==> src/rtl/div_pkg.sv <==
package div_pkg;

   // Mode select: bit 0 is the first select, bit 1 is the second select.
   typedef enum logic [1:0] {
      MODE_LOAD = 2'b00,
      MODE_DOWN = 2'b01,
      MODE_UP   = 2'b10,
      MODE_HOLD = 2'b11
   } mode_e;

endpackage

==> src/rtl/div_preset_guard.sv <==
module div_preset_guard #(
   parameter int W        = 6,
   parameter bit COUNT_UP = 1'b0
) (
   input  logic [W-1:0] preset,
   output logic [W-1:0] load_val
);
   localparam logic [W-1:0] ALL_ONES = {W{1'b1}};
   localparam logic [W-1:0] ONE      = {{(W-1){1'b0}}, 1'b1};

   generate
      if (COUNT_UP) begin : g_up
         // all ones would sit on terminal count; substitute the ratio-2 value
         always_comb load_val = (preset == ALL_ONES) ? ~ONE : preset;
      end else begin : g_down
         // zero would sit on terminal count; substitute the ratio-2 value
         always_comb load_val = (preset == '0) ? ONE : preset;
      end
   endgenerate
endmodule

==> src/rtl/div_term_detect.sv <==
module div_term_detect #(
   parameter int W        = 6,
   parameter bit COUNT_UP = 1'b0
) (
   input  logic [W-1:0] count,
   output logic         tc_n
);
   generate
      if (COUNT_UP) begin : g_up
         always_comb tc_n = ~(&count);
      end else begin : g_down
         always_comb tc_n = |count;
      end
   endgenerate
endmodule

==> src/rtl/div_mode_feedback.sv <==
module div_mode_feedback
   import div_pkg::*;
#(
   parameter bit COUNT_UP = 1'b0
) (
   input  logic  tc_n,
   output mode_e mode
);
   generate
      if (COUNT_UP) begin : g_up
         // first select tied low, feedback on second select
         always_comb mode = tc_n ? MODE_UP : MODE_LOAD;
      end else begin : g_down
         // second select tied low, feedback on first select
         always_comb mode = tc_n ? MODE_DOWN : MODE_LOAD;
      end
   endgenerate
endmodule

==> src/rtl/div_core_counter.sv <==
module div_core_counter
   import div_pkg::*;
#(
   parameter int          W       = 6,
   parameter logic [W-1:0] RST_VAL = '0
) (
   input  logic         clk,
   input  logic         rst_n,
   input  mode_e        mode,
   input  logic [W-1:0] load_val,
   output logic [W-1:0] count
);
   localparam logic [W-1:0] STEP = {{(W-1){1'b0}}, 1'b1};

   always_ff @(posedge clk or negedge rst_n) begin
      if (!rst_n) begin
         count <= RST_VAL;
      end else begin
         case (mode)
            MODE_LOAD: count <= load_val;
            MODE_DOWN: count <= count - STEP;
            MODE_UP:   count <= count + STEP;
            MODE_HOLD: count <= count;
            default:   count <= count;
         endcase
      end
   end
endmodule

==> src/rtl/prog_clk_div.sv <==
module prog_clk_div
   import div_pkg::*;
#(
   parameter int W        = 6,
   parameter bit COUNT_UP = 1'b0
) (
   input  logic         clk,
   input  logic         rst_n,
   input  logic [W-1:0] preset,
   output logic         pulse_n,
   output logic [W-1:0] count
);
   localparam logic [W-1:0] TERM_VAL = COUNT_UP ? {W{1'b1}} : {W{1'b0}};

   generate
      if (W < 2 || W > 16) begin : g_bad_width
         $error("prog_clk_div: W must lie in 2..16");
      end
   endgenerate

   logic [W-1:0] load_val;
   logic         tc_n;
   mode_e        mode;

   div_preset_guard #(.W(W), .COUNT_UP(COUNT_UP)) u_guard (
      .preset   (preset),
      .load_val (load_val)
   );

   div_core_counter #(.W(W), .RST_VAL(TERM_VAL)) u_cnt (
      .clk      (clk),
      .rst_n    (rst_n),
      .mode     (mode),
      .load_val (load_val),
      .count    (count)
   );

   div_term_detect #(.W(W), .COUNT_UP(COUNT_UP)) u_tc (
      .count (count),
      .tc_n  (tc_n)
   );

   div_mode_feedback #(.COUNT_UP(COUNT_UP)) u_fb (
      .tc_n (tc_n),
      .mode (mode)
   );

   assign pulse_n = tc_n;
endmodule

==> config.mk <==
export PLATFORM = sky130hd
export DESIGN_NAME = prog_clk_div
export DESIGN_NICKNAME = d
export VERILOG_FILES = /design/src/rtl/div_pkg.sv /design/src/rtl/div_preset_guard.sv /design/src/rtl/div_term_detect.sv /design/src/rtl/div_mode_feedback.sv /design/src/rtl/div_core_counter.sv /design/src/rtl/prog_clk_div.sv
export SDC_FILE = /design/constraint.sdc
export NUM_CORES = 1
export LEC_CHECK = 0
export CAP_MARGIN = 20
export CELL_PAD_IN_SITES_DETAIL_PLACEMENT = 1
export CELL_PAD_IN_SITES_GLOBAL_PLACEMENT = 2
export CORE_AREA = 2 2 39 41
export DETAILED_ROUTE_END_ITERATION = 12
export DIE_AREA = 0 0 41 43
export DONT_BUFFER_PORTS = 1
export GPL_ROUTABILITY_DRIVEN = 0
export PLACE_DENSITY = 0.67
export SETUP_SLACK_MARGIN = 0.15
export SLEW_MARGIN = 0
export SYNTH_ARGS = -nofsm -noshare
export SYNTH_HDL_FRONTEND = slang
export SYNTH_SLANG_ARGS = --single-unit
==> constraint.sdc <==
create_clock -name clk -period 2.55 [get_ports clk]
set_clock_uncertainty 0.2 [all_clocks]
set_input_delay 0.255 -clock clk [delete_from_list [all_inputs] [get_ports clk]]
set_output_delay 0.255 -clock clk [all_outputs]
set_load 0.02 [all_outputs]
* Yosys cells after proc, flatten, opt, wreduce, memory -nomap -nowiden
Index checks and enable logic that the tools add are counted.
** Cells by class
- Add/subtract/negate cells :: 2
- Eq/ne operators :: 3
- Mux-type cells :: 3
- Reduce and logical (&&, ||, !) cells :: 3
** Operators by type and width (count)
- case mux 6 bit (3 select lines) :: 1
- adder 6 x 1 -> 6 bit, second input constant :: 1
- logical NOT 6 bit :: 1
- 2-to-1 mux 6 bit :: 1
- OR reduction 6 bit :: 1
- subtractor 6 x 1 -> 6 bit, second input constant :: 1
- equality test 2 bit, second input constant :: 2
- equality test 2 x 1 -> 1 bit, second input constant :: 1
- logical NOT 2 bit :: 1
- 2-to-1 mux 1 bit :: 1
** Storage, ports and cells
- Bits in registers :: 6
- Input bits :: 8
- Output and inout port bits :: 7
- Logic and storage cells :: 12

* Logic depth before layout (Yosys ltp)
Gate-level depths: netlist of run 1.
- Depth in word-level cells :: 4
- Mapped depth :: 6
- Mapped depth without buffers :: 5

* Cells and area by module
From an unflattened synthesis of run 1, not the netlist that was laid out.
** Second synthesis, totals
- Cell total of the unflattened synthesis :: 68
- Area total of the unflattened synthesis :: 589.3 µm²
** Modules (own cells, without submodules)
- div_core_counter :: instances 1, cells an instance 55, area each 516.7 µm², seq. area each 150.1 µm²
- div_preset_guard :: instances 1, cells an instance 7, area each 40.0 µm², seq. area each 0.0 µm²
- div_mode_feedback :: instances 1, cells an instance 3, area each 18.8 µm², seq. area each 0.0 µm²
- div_term_detect :: instances 1, cells an instance 3, area each 13.8 µm², seq. area each 0.0 µm²

* Worst setup path after synthesis of run 1
No wires, ideal clock.
- Path type :: reg-to-reg
- Start point :: reg u_cnt.count[0]
- End point :: reg u_cnt.count[2]
- Library setup time :: 119 ps
- Data arrival time :: 1783 ps
- Required time :: 2231 ps
- Path slack :: 449 ps
- Cell stages (with the launch flop) :: 7
- Path buffers :: 1
- Period minus slack after synthesis :: 2101 ps
- Cell sequence :: dfrtp_1 inv_1 ha_1 or4b_4 or2_1 buf_2 o21a_1
** Between the ends
- Longest elaborated chain between the ends :: 4
- Elaborated cells on any way between the ends :: 9
- Those cells by class :: add/sub (2); eq/ne (3); mux (2); reduce/logical (2)
** RTL lines
- start: declaration :: line div_core_counter.sv:11 : output logic [W-1:0] count
- start signal: assignment :: line div_core_counter.sv:20 : MODE_LOAD: count <= load_val;
- start signal: assignment :: line div_core_counter.sv:21 : MODE_DOWN: count <= count - STEP;
- start signal: assignment :: line div_core_counter.sv:22 : MODE_UP: count <= count + STEP;
- OR reduction 6 bit * :: line div_term_detect.sv:12 : always_comb tc_n = |count;
- named net pulse_n :: line prog_clk_div.sv:10 : output logic pulse_n,
- 2-to-1 mux 1 bit * :: line div_mode_feedback.sv:15 : always_comb mode = tc_n ? MODE_DOWN : MODE_LOAD;
- equality test 2 bit (tied with other cells) :: line div_core_counter.sv:19 : case (mode)
- case mux 6 bit (3 select lines) :: line div_core_counter.sv:19
Mark *: on every way through the listed nets, which the timed path passes. The rest lies on a longest branch.
A chain may end at the register's enable or synchronous reset.

* Worst setup path after layout of run 1
- Start point :: reg u_cnt.count[1]
- End point :: out pulse_n
** Between the ends
- Longest elaborated chain between the ends :: 1
** RTL lines (line)
- OR reduction 6 bit :: div_term_detect.sv:12
- end: declaration :: prog_clk_div.sv:10
No other way between the ends.

==> results of run 1 <==
==> metal layers <==
metal / vias up / wire, µm / global-route usage (%) / part of all wire (%)
met5: - / 0 / 0 / 0
met4: 0 / 0 / 10.00 / 0
met3: 0 / 112 / 5.759 / 13
met2: 14 / 376 / 15.31 / 44
met1: 121 / 366 / 14.38 / 43
li1: 139 / - / - / -
==> area by class of cell <==
class / count / area (µm²) / area share [%]
Clock buffer: 3 / 22.52 / 5.279
Inverter: 3 / 11.26 / 2.639
Multi-Input combinational cell: 24 / 165.2 / 38.71
Sequential cell: 6 / 150.1 / 35.19
Tap cell: 16 / 20.02 / 4.692
Timing Repair Buffer: 6 / 57.56 / 13.49
==> Yosys cell counts <==
library cell and number:
xnor2_1 1, nor2_1 4, buf_2 1, o21a_1 1, a311oi_1 1, a21oi_1 3, or4b_4 1, dfrtp_1 6
or2_1 1, inv_1 3, nor3_1 5, or3b_2 1, o21ai_0 1, o31ai_1 2, xor2_1 1, ha_1 1
mux2i_1 1
==> worst min-delay path by stage <==
stage	slack, ns	from	cells after the start	end
after floorplan	-0.24	rst_n	0	u_cnt.count[0]$_DFF_PN0_
after global placement	-0.24	rst_n	0	u_cnt.count[4]$_DFF_PN0_
after detailed placement	-0.24	rst_n	0	u_cnt.count[4]$_DFF_PN0_
after CTS	0.0003	preset[4]	2	u_cnt.count[4]$_DFF_PN0_
after global routing	0.03	preset[4]	2	u_cnt.count[4]$_DFF_PN0_
final	0.008	preset[4]	2	u_cnt.count[4]$_DFF_PN0_
==> cells by family (layout without fill, tap and decap cells) <==
kind of cell / count (synthesis) / in the layout / share of synthesized area [%]
buffers and inverters: 4 / 12 / 4.979
xor gates and xnor gates: 2 / 2 / 5.365
and+or+nand+nor: 12 / 12 / 21.07
DFF: 6 / 6 / 45.98
muxes: 1 / 1 / 3.065
AOI/OAI and AO/OA: 8 / 8 / 15.71
adders and majority gates: 1 / 1 / 3.831
==> metrics by stage <==
step	utilization (%)	hold WS, ns	instances
finish	30.83	0.008149	58
global placement	25.23	-0.2404	50
global route	30.83	0.02890	58
floorplan	-	-0.2406	34
detailed placement	25.23	-0.2404	50
CTS	30.65	0.0002522	58
==> what timing repair did <==
item / 4_1_cts / 5_1_grt
hold endpoints to repair: 10 / 0
endpoints found under the setup margin: 1 / 1
gates cloned: 0 / 0
resized for setup: 1 / 1
pin swaps: 0 / 0
hold buffers: 5 / 0
==> worst register-to-register path: stages, from the launching register on <==
cell and delay, ns:
dfrtp_1 0.47, inv_1 0.10, ha_2 0.22, or4b_4 0.50, or2_4 0.30, o21a_1 0.18
==> power groups by stage <==
stage               combinational (mW)  sequential, mW  clock [mW]
detailed placement               0.211           0.270           0
global placement                 0.207           0.267           0
CTS                              0.224           0.269      0.0946
finish                           0.224           0.268      0.0887
global route                     0.254           0.278      0.0993
floorplan                        0.153           0.265           0
==> summary.md, run 1 <==
| Metric | Value |
|---|---|
| Die area | 1763 µm² |
| RSZ-0062 raised after global routing | no |
| Setup TNS | 0 ns |
| Clk sink count | 6 |
| P_int | 309.9 µW |
| Reg2reg setup slack | 0.46 ns |
| Data required time at the worst endpoint | between 2 and 2.5 ns |
| H-tree depth | 1 |
| Register-to-Register Path Depth | 5 |
| Setup crit end | pulse_n |
| Tcrit/Tclk final | between 90% and 100% |
| Commonest non-fill, non-tap cell in the layout | dfrtp_1 |
| Leak | 0.1822 nW |
| CP Launch Point | u_cnt.count[1]$_DFF_PN0_ |
| Power share of the combinational group | between 30 and 40% |
| DP Wirelength | 685.1 µm |
| Number of buffers added on ports | 0 |
| Slew at the pin closest to its max-slew limit | around 0.43 ns |
| Critical Path Start Type | flop |
| Drt wl/cell | 14.74 µm |
| Final WS setup | 0.2533 ns |
| Biggest register | u_cnt.count |
| Switching share of power | 46.61% |
| Clk network pwr share | around 15% |
| DRC errors left | 0 |
| Iteration-0 DRC Markers | 1 |
| Worst stage delay on the critical path | 0.50 ns |
| Syn Inst Count | 34 |
| Outcome | completed |
| Net count, final | 53 |
| Routed vias | between 200 and 300 |
| CP max FO | 5 |
| Antenna violations before repair | 0 |
| Pre-antenna DRT Iters | 3 |
| Syn avg cell area | 9.605 µm² |
| Fmax | 435.4 MHz |
| Power Density | 1360 nW/µm² |
| Slowest-stage cell, CP | or4b_4 |
| Root buffer cell | clkbuf_4 |
| DP Area | 349.1 µm² |
| Core area | 1384 µm² |
| Initial core utilization | 23.60% |
| Final Routed Wirelength | 855 µm |
| Pins Over Slew Limit | 0 |
| Synth Cell Area | 326.6 µm² |
| Tmin final | 2.297 ns |
| Net Switching | 270.6 µW |
| Share of cells above drive strength 1 | 19.05% |
| Remaining global-route overflow | 0 |
| Tot Pwr | 580.4 µW |
| CP endpoint kind | primary output |
| CTS buffer count | 3 |
| CTS tree | yes |
| Yosys top cell area share | 45.98% |
| Pre-CTS setup slack | 0.3130 ns |
| Setup-failing EPs final | 0 |
| CP Depth | 4 |
| Final non-filler cell area | 426.7 µm² |
| Yosys reg bits | 6 |
| Die H | about 43 µm |
| Sequential fraction of the synthesis area | 45.98% |
| VDD IR max | 0.4179 mV |
| FP Rows | 14 |
| # Post-CTS Setup Buffers | 0 |
| Worst path buffer plus inverter count | 1 |
| Max Root-Sink Buffers | 2 |
| Worst endpoint data arrival time | between 1.5 and 2 ns |
| Clock transition at the registers of the reported paths | 0.05 ns |
| WS Path Type | reg2out |
| R2r startpoint | u_cnt.count[1]$_DFF_PN0_ |
| ANT cells | 0 |
| Area contributors post-synth | dfrtp_1 46%, nor3_1 7.7%, a21oi_1 4.6% |
| Die width | roughly 40 µm |
| Max-cap violations | 0 |
| Latest clock arrival within the worst-skew pair | 0.24 ns |
| Pin count of the biggest net entering global routing | 10 |
| Most frequent cells in the layout | 6 x dfrtp_1, 5 x nor3_1, 5 x dlygate4sd3_1, 4 x nor2_1 |
| Net count after synthesis | 43 |
| Layout filler cell count | 158 |
| Min-Delay Path Class | in2reg |
| Gr usage total | 12.01% |
| Vias in the first global route | 313 |
| Top delay family on crit path | simple AND/OR/NAND/NOR gates |
| Synth Warn # | 0 |
| Worst r2r dst | u_cnt.count[2]$_DFF_PN0_ |
| Leading area contributor after synthesis | dfrtp_1 |
| Final Hold Violating Endpoints | 0 |
| Max FFs per register | 6 |
| First-pass GRT wire length | 1.338 mm |
| Final ANT Viol Nets | 0 |
| I/O pins | 15 |
| Netlist cell types | 17 |
| Crit path cell chain | inv_1 -> ha_2 -> or4b_4 -> or2_4 |
| Vias per cell | roughly 4.7 |
| Area growth, synth to finish | 30.65% |
| Largest registers | u_cnt.count (6) |
| Slew margin rel. | 71.40% |
| Sequential share of power | 46.1% |
Note: power is estimated with default switching activity, not from simulation.
==> run 2, diff against run 1 <==
--- a/config.mk
+++ b/config.mk
@@ -8,9 +8,9 @@
 export CAP_MARGIN = 20
 export CELL_PAD_IN_SITES_DETAIL_PLACEMENT = 1
 export CELL_PAD_IN_SITES_GLOBAL_PLACEMENT = 2
-export CORE_AREA = 2 2 39 41
+export CORE_AREA = 3 3 40 42
 export DETAILED_ROUTE_END_ITERATION = 12
-export DIE_AREA = 0 0 41 43
+export DIE_AREA = 0 0 43 45
 export DONT_BUFFER_PORTS = 1
 export GPL_ROUTABILITY_DRIVEN = 0
 export PLACE_DENSITY = 0.67
==> summary.md, run 2 (same netlist as run 1, synthesis figures left out) <==
| Metric | Value |
|---|---|
| Vias in the first global route | 307 (was 313) |
| FP Rows | 13 (was 14) |
| Drt wl/cell | 15.36 µm (was 14.74 µm) |
| Max Root-Sink Buffers | 2 (unchanged) |
| Layout filler cell count | 149 (was 158) |
| Biggest register | u_cnt.count (unchanged) |
| Worst endpoint data arrival time | 1.83 ns (was 1.84 ns) |
| Tmin final | 2.280 ns (was 2.297 ns) |
| CTS tree | yes (unchanged) |
| Leak | 0.1764 nW (was 0.1822 nW) |
| Number of buffers added on ports | 0 (unchanged) |
| CTS buffer count | 3 (unchanged) |
| Final non-filler cell area | 419.2 µm² (was 426.7 µm²) |
| ANT cells | 0 (unchanged) |
| RSZ-0062 raised after global routing | no (unchanged) |
| R2r startpoint | u_cnt.count[1]$_DFF_PN0_ (unchanged) |
| Antenna violations before repair | 0 (unchanged) |
| VDD IR max | 0.4725 mV (was 0.4179 mV) |
| Slew at the pin closest to its max-slew limit | 0.4454 ns (was 0.4289 ns) |
| Area growth, synth to finish | 28.35% (was 30.65%) |
| Clk sink count | 6 (unchanged) |
| DP Area | 340.3 µm² (was 349.1 µm²) |
| DP Wirelength | 664.4 µm (was 685.1 µm) |
| Tot Pwr | 568.3 µW (was 580.4 µW) |
| Pre-antenna DRT Iters | 1 (was 3) |
| Pins Over Slew Limit | 0 (unchanged) |
| Min Hold Slack | 0.02100 ns (was 0.008149 ns) |
| Die H | 45 µm (was 43 µm) |
| Max FFs per register | 6 (unchanged) |
| Fmax | 438.5 MHz (was 435.4 MHz) |
| Max-cap violations | 0 (unchanged) |
| Pre-CTS setup slack | 0.2944 ns (was 0.3130 ns) |
| Critical Path Start Type | flop (unchanged) |
| Slew margin rel. | 70.31% (was 71.40%) |
| Tcrit/Tclk final | 89.43% (was 90.07%) |
| Die area | 1935 µm² (was 1763 µm²) |
| Clock transition at the registers of the reported paths | 0.04 ns (was 0.05 ns) |
| Final Hold Violating Endpoints | 0 (unchanged) |
| Final ANT Viol Nets | 0 (unchanged) |
| Share of cells above drive strength 1 | 19.51% (was 19.05%) |
| I/O pins | 15 (unchanged) |
| Setup TNS | 0 ns (unchanged) |
| WS Path Type | reg2out (unchanged) |
| Die width | 43 µm (was 41 µm) |
| Remaining global-route overflow | 0 (unchanged) |
| Hold Startpoint | preset[3] (was preset[4]) |
| Initial core utilization | 25.41% (was 23.60%) |
| Gr usage total | 10.41% (was 12.01%) |
| H-tree depth | 1 (unchanged) |
| Outcome | completed (unchanged) |
| Most frequent cells in the layout | 5 x nor3_1, 5 x dlygate4sd3_1, 5 x dfrtp_1, 4 x nor2_1 (was 6 x dfrtp_1, 5 x nor3_1, 5 x dlygate4sd3_1, 4 x nor2_1) |
| Core area | 1285 µm² (was 1384 µm²) |
| Largest registers | u_cnt.count (6) (unchanged) |
| First-pass GRT wire length | 1.428 mm (was 1.338 mm) |
| Setup-failing EPs final | 0 (unchanged) |
| Final WS setup | 0.2695 ns (was 0.2533 ns) |
| CP max FO | 5 (unchanged) |
| CP endpoint kind | primary output (unchanged) |
| Net count, final | 52 (was 53) |
| Data required time at the worst endpoint | 2.10 ns (about the same) |
| Power Density | 1356 nW/µm² (was 1360 nW/µm²) |
| Pin count of the biggest net entering global routing | 10 (unchanged) |
| Iteration-0 DRC Markers | 0 (was 1) |
| CP Launch Point | u_cnt.count[1]$_DFF_PN0_ (unchanged) |
| Final Routed Wirelength | 860 µm (was 855 µm) |
| Routed vias | 284 (was 274) |
| Vias per cell | 5.071 (was 4.724) |
| # Post-CTS Setup Buffers | 0 (unchanged) |
| DRC errors left | 0 (unchanged) |
| Root buffer cell | clkbuf_4 (unchanged) |
| Latest clock arrival within the worst-skew pair | 0.24 ns (about the same) |
| Min-Delay Path Class | in2reg (unchanged) |
-- run 2: changes by cell type in the layout (fill, tap and decap cells not counted) --
cell,previous run,this run
buf_4,1,0
dfrtp_1,6,5
dfrtp_2,0,1
-- run 2: path summary, 6_finish.rpt --
| kind | endpoint | slack [ns] | cells past startpoint |
|---|---|---|---|
| worst max-delay path | pulse_n | 0.27 | 4 |
| worst min-delay path | u_cnt.count[3]$_DFF_PN0_ | 0.02 | 2 |
| worst max register to register | u_cnt.count[2]$_DFF_PN0_ | 0.48 | 5 |
| worst min register to register | u_cnt.count[0]$_DFF_PN0_ | 0.39 | 1 |
| max in group asynchronous | u_cnt.count[0]$_DFF_PN0_ | 1.77 | 1 |
| min in group asynchronous | u_cnt.count[5]$_DFF_PN0_ | 0.13 | 1 |
-- run 2: repair_timing --
item / 4_1_cts / 5_1_grt
gates resized for setup: 1 / 2
hold buffers: 5 / 0
endpoints found under the hold margin: 10 / 0
endpoints found under the setup margin: 1 / 1
-- run 2: routing by layer --
layer | vias up | routed length [µm] | global-route usage (%) | share of wire [%]
met5 | - | 0 | 0 | 0
met4 | 0 | 0 | 3.614 | 0
met3 | 0 | 95 | 6.773 | 11
met2 | 12 | 436 | 17.96 | 51
met1 | 134 | 329 | 10.12 | 38
li1 | 138 | - | - | -
-- run 2: power by group --
group | internal (mW) | leakage, nW | switching [mW]
Sequential | 0.147 | 0.0716 | 0.143
Combinational | 0.101 | 0.0911 | 0.0913
Clock | 0.0531 | 0.0138 | 0.0321
-- run 2: area by class of cell --
cell class / count / area [µm²] / area share, %
sequential: 6 / 151.4 / 36.12
clock buffer: 3 / 22.52 / 5.373
inverter: 3 / 11.26 / 2.687
timing repair buffer: 5 / 50.05 / 11.94
multi-input combinational: 24 / 165.2 / 39.40
tap: 15 / 18.77 / 4.478
-- run 2: per-stage QoR --
stage | utilization (%) | std cells
finish | 32.62 | 56
global route | 32.62 | 56
detailed placement | 26.48 | 48
global placement | 26.48 | 48
floorplan | - | 34
CTS | 32.33 | 56
-- run 2: critical path, cell delays in order (launching register included) --
cell     delay, ns
dfrtp_1       0.47
inv_1         0.10
ha_2          0.22
or4b_4        0.50
or2_4         0.30
==> run 3, diff against run 2 <==
--- a/config.mk
+++ b/config.mk
@@ -5,7 +5,6 @@
 export SDC_FILE = /design/constraint.sdc
 export NUM_CORES = 1
 export LEC_CHECK = 0
-export CAP_MARGIN = 20
 export CELL_PAD_IN_SITES_DETAIL_PLACEMENT = 1
 export CELL_PAD_IN_SITES_GLOBAL_PLACEMENT = 2
 export CORE_AREA = 3 3 40 42
@@ -13,9 +12,8 @@
 export DIE_AREA = 0 0 43 45
 export DONT_BUFFER_PORTS = 1
 export GPL_ROUTABILITY_DRIVEN = 0
-export PLACE_DENSITY = 0.67
+export PLACE_DENSITY = 0.7
 export SETUP_SLACK_MARGIN = 0.15
-export SLEW_MARGIN = 0
 export SYNTH_ARGS = -nofsm -noshare
 export SYNTH_HDL_FRONTEND = slang
 export SYNTH_SLANG_ARGS = --single-unit
==> constraint.sdc (replaced) <==
create_clock -name clk -period 1.9 [get_ports clk]
set_clock_uncertainty 0.2 [all_clocks]
set_input_delay 0.19 -clock clk [delete_from_list [all_inputs] [get_ports clk]]
set_output_delay 0.19 -clock clk [all_outputs]
set_load 0.02 [all_outputs]
==> summary.md, run 3 (same netlist as run 1, synthesis figures left out) <==
| Metric | Value |
|---|---|
| Pin count of the biggest net entering global routing | 10 (unchanged) |
| Clk sink count | 6 (unchanged) |
| Remaining global-route overflow | 0 (unchanged) |
| Antenna violations before repair | 0 (unchanged) |
| Clk network pwr share | 11.4% (was 15.0%) |
| I/O pins | 15 (unchanged) |
| Root buffer cell | clkbuf_4 (unchanged) |
| Power share of the combinational group | 65.6% (was 33.9%) |
| Data required time at the worst endpoint | 1.51 ns (was 2.10 ns) |
| Fmax | 475.6 MHz |
| Pre-antenna DRT Iters | 4 (was 1) |
| Pins Over Slew Limit | 0 (unchanged) |
| FP Rows | 13 (unchanged) |
| Share of cells above drive strength 1 | 52.54% (was 19.51%) |
| First-pass GRT wire length | 1.918 mm (was 1.428 mm) |
| CTS buffer count | 3 (unchanged) |
| WS Path Type | reg2out (unchanged) |
| RSZ-0062 raised after global routing | yes (was no) |
| Slowest-stage cell, CP | or4b_4 (unchanged) |
| Max Root-Sink Buffers | 2 (unchanged) |
| VDD IR max | 0.6885 mV (was 0.4725 mV) |
| Largest registers | u_cnt.count (6) (unchanged) |
| Worst path buffer plus inverter count | 2 (was 1) |
| Routed vias | 373 (was 284) |
| CP Launch Point | u_cnt.count[1]$_DFF_PN0_ (unchanged) |
| Biggest register | u_cnt.count (unchanged) |
| Reg2reg setup slack | -0.07 ns (was 0.48 ns) |
| Number of buffers added on ports | 0 (unchanged) |
| Layout filler cell count | 149 (unchanged) |
| DRC errors left | 0 (unchanged) |
| Vias per cell | 5.041 (was 5.071) |
| Slew margin rel. | 73.94% (was 70.31%) |
| Crit path cell chain | inv_2 -> ha_4 -> or4b_4 -> or2_4 -> buf_6 (was inv_1 -> ha_2 -> or4b_4 -> or2_4) |
| ANT cells | 0 (unchanged) |
| Die H | 45 µm (unchanged) |
| Outcome | finished, violations left (was completed) |
| Switching share of power | 43.48% (was 46.94%) |
| Initial core utilization | 25.41% (unchanged) |
| Tcrit/Tclk final | 110.7% |
| Final std cells w/o fill | 74 (was 56) |
| Leak | 0.2681 nW (was 0.1764 nW) |
| Net Switching | 522.9 µW (was 266.8 µW) |
| Placed insts | 57 (was 48) |
| Final non-filler cell area | 605.6 µm² (was 419.2 µm²) |
| Worst stage delay on the critical path | 0.46 ns (was 0.50 ns) |
| Sequential share of power | 23.0% (was 51.1%) |
| Die area | 1935 µm² (unchanged) |
| Hold Startpoint | preset[3] (unchanged) |
| Iteration-0 DRC Markers | 10 (was 0) |
| CTS tree | yes (unchanged) |
| Critical Path Start Type | flop (unchanged) |
| Final Util | 47.13% (was 32.62%) |
| Core area | 1285 µm² (unchanged) |
| CP max FO | 2 (was 5) |
| Die width | 43 µm (unchanged) |
| Slew at the pin closest to its max-slew limit | 0.3909 ns (was 0.4454 ns) |
| Most frequent cells in the layout | 13 x buf_4, 6 x dlygate4sd3_1, 5 x nor3_1, 4 x nor2_1, 4 x dfrtp_1 (was 5 x nor3_1, 5 x dlygate4sd3_1, 5 x dfrtp_1, 4 x nor2_1) |
| Final Hold Violating Endpoints | 0 (unchanged) |
| Gr usage total | 14.12% (was 10.41%) |
| Vias in the first global route | 404 (was 307) |
| Drt wl/cell | 18.36 µm (was 15.36 µm) |
| Power Density | 1986 nW/µm² (was 1356 nW/µm²) |
| Worst endpoint data arrival time | 1.71 ns (was 1.83 ns) |
| Top delay family on crit path | simple AND/OR/NAND/NOR gates (unchanged) |
| DP Area | 422.9 µm² (was 340.3 µm²) |
| Final WS setup | -0.2027 ns (was 0.2695 ns) |
| Net count, final | 69 (was 52) |
| Final ANT Viol Nets | 0 (unchanged) |
| Setup TNS | -0.2729 ns (was 0 ns) |
| CP endpoint kind | primary output (unchanged) |
| Tmin final | 2.103 ns |
| Max FFs per register | 6 (unchanged) |
| Commonest non-fill, non-tap cell in the layout | buf_4 |
| Failing checks | negative setup slack |
| Max-cap violations | 0 (unchanged) |
| Area growth, synth to finish | 85.44% (was 28.35%) |
| Clock transition at the registers of the reported paths | 0.06 ns (was 0.04 ns) |
| Min-Delay Path Class | in2reg (unchanged) |
| R2r startpoint | u_cnt.count[1]$_DFF_PN0_ (unchanged) |
| H-tree depth | 1 (unchanged) |
| Final Routed Wirelength | 1.359 mm (was 860 µm) |
| Latest clock arrival within the worst-skew pair | 0.26 ns (was 0.24 ns) |
| Setup-failing EPs final | 3 (was 0) |
| P_int | 679.9 µW (was 301.6 µW) |
==> run 3: cell count changes in the layout (fill, tap and decap cells not counted), sizes merged <==
cell and delta:
buf +16, dlygate4sd3 +1, clkbuf +1
==> run 3: path summary, 6_finish.rpt <==
path	end	depth (start not counted)
min in group asynchronous	u_cnt.count[5]$_DFF_PN0_	1
worst min register to register	u_cnt.count[1]$_DFF_PN0_	3
worst max-delay path	pulse_n	5
max in group asynchronous	u_cnt.count[1]$_DFF_PN0_	1
worst min-delay path	u_cnt.count[0]$_DFF_PN0_	3
worst max register to register	u_cnt.count[2]$_DFF_PN0_	6
==> run 3: power by group through the flow <==
stage          logic (mW)  registers, mW  clock network (mW)
2_1_floorplan       0.237          0.364                   0
3_5_place_dp        0.542          0.266                   0
3_3_place_gp        0.509          0.257                   0
4_1_cts             0.630          0.264               0.142
6_report            0.789          0.276               0.137
5_1_grt             0.845          0.282               0.153
==> run 3: what timing repair did <==
| action | 4_1_cts | 5_1_grt |
|---|---|---|
| hold buffers | 6 | 0 |
| endpoints found under the hold margin | 11 | 0 |
| endpoints found under the setup margin | 5 | 7 |
| setup buffers | 3 | 4 |
| pin swaps | 2 | 3 |
| gates resized for setup | 4 | 7 |
==> run 3: through the flow <==
| step | hold slack, ns | total power [mW] | setup slack (ns) |
|---|---|---|---|
| after global placement | -0.3054 | 0.7664 | 0.01079 |
| after floorplan | -0.3056 | 0.6010 | -0.07592 |
| final | 0.02962 | 1.203 | -0.2027 |
| after global routing | 0.05679 | 1.280 | -0.2512 |
| after CTS | 0.01554 | 1.036 | -0.2191 |
| after detailed placement | -0.3054 | 0.8076 | -0.02235 |
==> run 3: final cells by class <==
cell class | count | area [µm²] | area share, %
Clock buffer | 4 | 26.28 | 4.339
Inverter | 3 | 11.26 | 1.860
Multi-Input combinational cell | 24 | 205.2 | 33.88
Sequential cell | 6 | 152.6 | 25.21
Tap cell | 15 | 18.77 | 3.099
Timing Repair Buffer | 22 | 191.4 | 31.61
==> run 3: metal layers <==
metal	part of all wire [%]	wire length, µm	up-vias	track usage (%)
li1	-	-	172	-
met1	40	550	184	16.06
met2	51	695	14	23.05
met3	5.9	80	3	4.382
met4	2.4	32	0	9.036
met5	0	0	-	0
==> run 3: worst min-delay path: stages <==
cell	delay (ns)
nor3_1	0.04
a21oi_1	0.15
mux2i_1	0.08
